**config.mk**
```make
export PLATFORM = sky130hd
export DESIGN_NAME = strap_freq_select
export DESIGN_NICKNAME = d
export VERILOG_FILES = /design/src/rtl/strap_pkg.sv /design/src/rtl/strap_latch.sv /design/src/rtl/code_select.sv /design/src/rtl/apic_rate.sv /design/src/rtl/strap_freq_select.sv
export SDC_FILE = /design/constraint.sdc
export NUM_CORES = 1
export LEC_CHECK = 0
export BUFFER_PORTS_ARGS = -buffer_cell sky130_fd_sc_hd__buf_2
export CAP_MARGIN = 30
export CELL_PAD_IN_SITES_DETAIL_PLACEMENT = 1
export CELL_PAD_IN_SITES_GLOBAL_PLACEMENT = 1
export CORE_UTILIZATION = 30
export CTS_BUF_LIST = sky130_fd_sc_hd__clkbuf_16
export DETAILED_ROUTE_END_ITERATION = 7
export PLACE_DENSITY_LB_ADDON = 0.08
export SLEW_MARGIN = 20
export SYNTH_ARGS = -nofsm -noshare
export SYNTH_HDL_FRONTEND = slang
export SYNTH_SLANG_ARGS = --single-unit
```
**constraint.sdc**
```tcl
create_clock -name clk -period 1.15 [get_ports clk]
set_input_delay 0.115 -clock clk [delete_from_list [all_inputs] [get_ports clk]]
set_output_delay 0.115 -clock clk [all_outputs]
set_load 0.05 [all_outputs]
```
**src/rtl/strap_pkg.sv**
```systemverilog
package strap_pkg;
  localparam int CODE_W = 5;
  typedef logic [CODE_W-1:0] code_t;

  function automatic code_t pick_code(input logic use_sw, input code_t sw, input code_t hw);
    return use_sw ? sw : hw;
  endfunction

  function automatic logic half_pass(input logic tick, input logic odd_phase);
    return tick & ~odd_phase;
  endfunction
endpackage

```
**src/rtl/strap_latch.sv**
```systemverilog
module strap_latch #(
  parameter int W = 5
) (
  input  logic         clk,
  input  logic         por_n,
  input  logic [W-1:0] pad_i,
  output logic [W-1:0] strap_o,
  output logic [W-1:0] oe_o
);
  logic capture_en;
  assign capture_en = ~por_n;

  always_ff @(posedge clk) begin
    if (capture_en) strap_o <= pad_i;
  end

  for (genvar g = 0; g < W; g++) begin : g_oe
    always_ff @(posedge clk or negedge por_n) begin
      if (!por_n) oe_o[g] <= 1'b0;
      else        oe_o[g] <= 1'b1;
    end
  end
endmodule

```
**src/rtl/code_select.sv**
```systemverilog
module code_select
  import strap_pkg::*;
(
  input  logic  clk,
  input  logic  por_n,
  input  logic  sel_i,
  input  code_t sw_i,
  input  code_t hw_i,
  output code_t code_o
);
  code_t next_code;
  assign next_code = pick_code(sel_i, sw_i, hw_i);

  always_ff @(posedge clk or negedge por_n) begin
    if (!por_n) code_o <= '0;
    else        code_o <= next_code;
  end
endmodule

```
**src/rtl/apic_rate.sv**
```systemverilog
module apic_rate
  import strap_pkg::*;
(
  input  logic clk,
  input  logic por_n,
  input  logic half_i,
  input  logic tick_i,
  output logic tick_o
);
  logic odd_q;
  logic pass;

  assign pass = half_i ? half_pass(tick_i, odd_q) : tick_i;

  always_ff @(posedge clk or negedge por_n) begin
    if (!por_n) begin
      odd_q  <= 1'b0;
      tick_o <= 1'b0;
    end else begin
      tick_o <= pass;
      if (!half_i)     odd_q <= 1'b0;
      else if (tick_i) odd_q <= ~odd_q;
    end
  end
endmodule

```
**src/rtl/strap_freq_select.sv**
```systemverilog
module strap_freq_select
  import strap_pkg::*;
(
  input  logic              clk,
  input  logic              por_n,
  input  logic [CODE_W-1:0] strap_pad_i,
  input  logic              sw_sel_i,
  input  logic [CODE_W-1:0] sw_code_i,
  input  logic              apic_half_i,
  input  logic              pci_tick_i,
  output logic [CODE_W-1:0] pad_oe_o,
  output logic [CODE_W-1:0] freq_code_o,
  output logic [CODE_W-1:0] strap_rb_n_o,
  output logic              apic_tick_o
);
  code_t strap_q;

  strap_latch #(.W(CODE_W)) u_latch (
    .clk(clk), .por_n(por_n), .pad_i(strap_pad_i), .strap_o(strap_q), .oe_o(pad_oe_o)
  );

  code_select u_sel (
    .clk(clk), .por_n(por_n), .sel_i(sw_sel_i), .sw_i(sw_code_i),
    .hw_i(strap_q), .code_o(freq_code_o)
  );

  apic_rate u_apic (
    .clk(clk), .por_n(por_n), .half_i(apic_half_i), .tick_i(pci_tick_i), .tick_o(apic_tick_o)
  );

  assign strap_rb_n_o = ~strap_q;
endmodule

```
# Word level (Yosys, flattened, before mapping)

Index checks and enable logic that the tools add are counted.

Input port bits: 15
Word-level logic and storage cells: 13
Register bits after elaboration: 13

Bitwise operators: 3
Eq/ne operators: 1
Multiplexer cells: 4

Operators by type and width:

| cell               | count |
|---|---|
| $mux 5             | 1 |
| $not 5->5          | 1 |
| $mux 1             | 3 |
| $ne 2x1->1 const B | 1 |
| $and 1x1->1        | 1 |
| $not 1->1          | 1 |

# Longest topological paths before layout

Word-level depth: 3
Mapped depth: 3
Depth with buffers taken out: 2

# Modules after synthesis

Synthesis repeated with hierarchy kept, for this count alone.

Cells, all modules: 32
Area total of the unflattened synthesis: 485.5 um2

By module, submodules not included:

| module            | area each (um2) | cells each | instances |
|---|---|---|---|
| strap_latch       | 212.7           | 12         | 1 |
| code_select       | 181.4           | 10         | 1 |
| apic_rate         | 72.6            | 5          | 1 |
| strap_freq_select | 18.8            | 5          | 1 |

# Least setup slack after synthesis

OpenSTA, ideal clock, no wires.

Path type: register to output
Start point: reg, netlist name u_latch.oe_o[3]
End point: out pad_oe_o[1]
Cell stages (with the launch flop): 2
Slack: 94 ps
Data required time: 1035 ps
Data arrival time: 941 ps
Buffers on the path: 1
Cells stage by stage: dfrtp_1 > buf_4

RTL lines:

| item             | RTL line                | text |
|---|---|---|
| end: declaration | strap_freq_select.sv:11 | `output logic [CODE_W-1:0] pad_oe_o,` |

# Worst setup path in the final report

Start point: in por_n
End point: reg u_latch.strap_o[3] (enable)

RTL lines:

| item                   | RTL line               | text |
|---|---|---|
| start: declaration     | strap_freq_select.sv:5 | `input logic por_n,` |
| end signal: assignment | strap_latch.sv:14      | `if (capture_en) strap_o <= pad_i;` |
| end: declaration       | strap_latch.sv:7       | `output logic [W-1:0] strap_o,` |

No word-level cell between the ends.

==> results.yml <==
run_status:
  run_status: "complete, no violations"
floorplan:
  rows: 14
  fp.coreArea_mm2: 0.00151
  design.die.area_mm2: 0.00177
  top_level_ports: 31
  chipHeight_um: 42.0
  initial_core_utilization_pct: 31.9
  die_x_um: 42.0
global_route:
  track_usage_pct: 11.2
  first_global_vias: 329
  grt_first_pass_wirelength_um: 1320
  grt-ovfl-total: 0
  number_of_antenna_violations_at_the_first_check_in_global_routing: 0
  grt_start_max_net_pins: 11
worst_setup_path:
  crit_path_end_kind: "flop"
  path_type_of_the_worst_setup_path: "in -> reg"
  worst_path_largest_cell_delay_ps: 530
  critical_path_required_ps: 1080
  timing.critical_path.from_type: "input port"
  timing.critical_path.arrival_ps: 1020
  worstPathCellList: "dlygate4sd3_1 -> buf_2 -> inv_1"
  cpLargestDelayFamily: "buffers and inverters"
  critical_path_peak_fanout: 9
  worst-path-buf-inv: 3
  slowest_stage: "sky130_fd_sc_hd__dlygate4sd3_1"
sta:
  finalHoldViolCount: 0
  setup_viol_count_final: 0
  finClkSkew_ps: 1.41
  fin_crit_ps: 1080
  layout_worst_path_cycle_share_pct: 94.3
  max_freq_ghz: 0.922
  unrepaired_setup_endpoints_after_global_routing: "no"
  totalNegativeSetupSlack_ps: 0
  slew_violations: 0
route:
  final_antenna_net_count: 0
  routed-via-count: 374
  post_route_wl_um: 825
  remaining_drc_errors: 0
  wire_per_inst_um: 9.82
  drt_initial_violations: 2
  route.detailed.vias_per_inst: 4.45
  dr.pass1.iters: 3
placed_design:
  gpl.final_weighted_congestion: 0.696
  placed_cell_area_um2: 613
  io_buffer_count: 30
  dp_hpwl_um: 652
  placed_cells: 79
clock_tree:
  cts-resized-gates: 0
  cts.htree.levels: 1
  cts_num_sinks: 13
  cts_buffers: 3
  clk_transition_reported_paths_ps: 40
  worstSkewPairLatency_ps: 240
  ctsRootBufferMaster: "sky130_fd_sc_hd__clkbuf_16"
  cts.path.max_buffers: 2
  cts_tree: "yes"
  post-cts-setup-buffers: 0
yosys:
  synth_sequential_area_ratio_pct: 72.9
  postSynth.asyncResetShare_pct: 61.5
  synth_cell_type_count: 10
  synth.cells.most_frequent: "sky130_fd_sc_hd__dfrtp_1 (8), sky130_fd_sc_hd__inv_1 (6)"
  ys_ff_latch: 13
  synthesis.instances: 38
  synth-warning-count: 0
  number_of_flops_mapped_to_enable_cells_by_yosys: 5
  yosysTopAreaCellShare_pct: 41.7
  postSynthNetCount: 53
  synth.most_common_cell: "sky130_fd_sc_hd__dfrtp_1"
  yosys.area.top_type: "sky130_fd_sc_hd__dfrtp_1"
  syn_avg_cell_area_um2: 12.6
  cells_taking_the_most_area_after_synthesis: "sky130_fd_sc_hd__dfrtp_1 (42%), sky130_fd_sc_hd__edfxtp_1 (31%), sky130_fd_sc_hd__buf_4 (7.8%)"
  synth_top_flop_cell: "sky130_fd_sc_hd__dfrtp_1"
  synth_cell_area_um2: 480
final_layout:
  number_of_cells_in_the_finished_layout_apart_from_fillers: 84
  layout_cell_area_excl_fill_um2: 702
  insertedDiodeCount: 0
  final_net_count: 84
  finalCoreUtilization_pct: 46.6
  fraction_of_layout_instances_using_a_drive_strength_above_1_pct: 48.5
  areaGrowthSynthToFinish_pct: 46.1
power:
  power.density_cell_area_mw_per_mm2: 2020
  total_leakage_power_nw: 0.374
  irDropWorstVdd_mv: 1.42
min_path:
  hp-class: "in -> reg"
run:
  max_cap_viol_count: 0
==> cells in the final DEF, fill, tap and decap left out, drive strengths merged, types with 3 or more instances in the layout <==
cell type  count
buf           30
clkbuf         3
dfrtp          8
edfxtp         5
inv            7
nand2          5
o21ai          5
==> cell type report <==
type                    count  area [µm²]
fillers                   176         805
flip-flops and latches     13         350
repair buffers             31         160
clock buffers               3        75.1
multi-input cells          14        70.1
inverters                   6        22.5
well taps                  16        20.0
clock inverters             1        3.75
==> stage by stage <==
| step | total power, mW | setup WS [ps] | hold slack [ps] |
|---|---|---|---|
| global route | 1.48 | 19.7 | 45.0 |
| global placement | 0.793 | 346 | -29.8 |
| finish | 1.41 | 65.3 | 52.2 |
| floorplan | 0.732 | 93.9 | -181 |
| CTS | 1.45 | 58.9 | 44.1 |
| detailed placement | 0.795 | 349 | -29.6 |
==> path summary, 6_finish.rpt <==
| kind | startpoint | endpoint | slack [ps] | cells after the start |
|---|---|---|---|---|
| max | por_n | u_latch.strap_o[3]$_DFFE_PN_ | 70 | 3 |
| min | strap_pad_i[4] | u_latch.strap_o[4]$_DFFE_PN_ | 50 | 1 |
| max reg2reg | u_apic.odd_q$_DFFE_PN0P_ | u_apic.odd_q$_DFFE_PN0P_ | 380 | 2 |
| min reg2reg | u_apic.odd_q$_DFFE_PN0P_ | u_apic.tick_o$_DFF_PN0_ | 470 | 1 |
| max in group asynchronous | por_n | u_sel.code_o[0]$_DFF_PN0_ | 720 | 2 |
| min in group asynchronous | por_n | u_apic.tick_o$_DFF_PN0_ | 260 | 2 |
==> cells by family after synthesis <==
family	count (synthesis)	share of synthesized area (%)
compound gates	6	6.77
xor+xnor	1	1.82
buf+inv	11	12.5
flops	13	72.9
other cells	1	0.781
simple gates	6	5.21
==> power breakdown <==
group	total [mW]	switching (mW)	internal (mW)
clock network	0.628	0.171	0.456
logic	0.254	0.195	0.0590
registers	0.533	0.0106	0.523
total	1.41	0.377	1.04
==> flip-flops by register name (all words and copies together) (netlist names) <==
register / count
u_apic.tick_o: 1
u_sel.code_o: 5
u_latch.oe_o: 1
u_apic.odd_q: 1
u_latch.strap_o: 5
==> what timing repair did <==
| item | 4_1_cts | 5_1_grt |
|---|---|---|
| setup endpoints to repair | 0 | 0 |
| hold endpoints to repair | 8 | 0 |
| hold buffers | 1 | 0 |
==> layer usage <==
metal / routed length (µm) / track usage [%]
met5: 0 / 0
met2: 470 / 19.1
met1: 251 / 8.57
met4: 12 / 7.50
met3: 90 / 8.19
(Power assumes the default switching activity.)
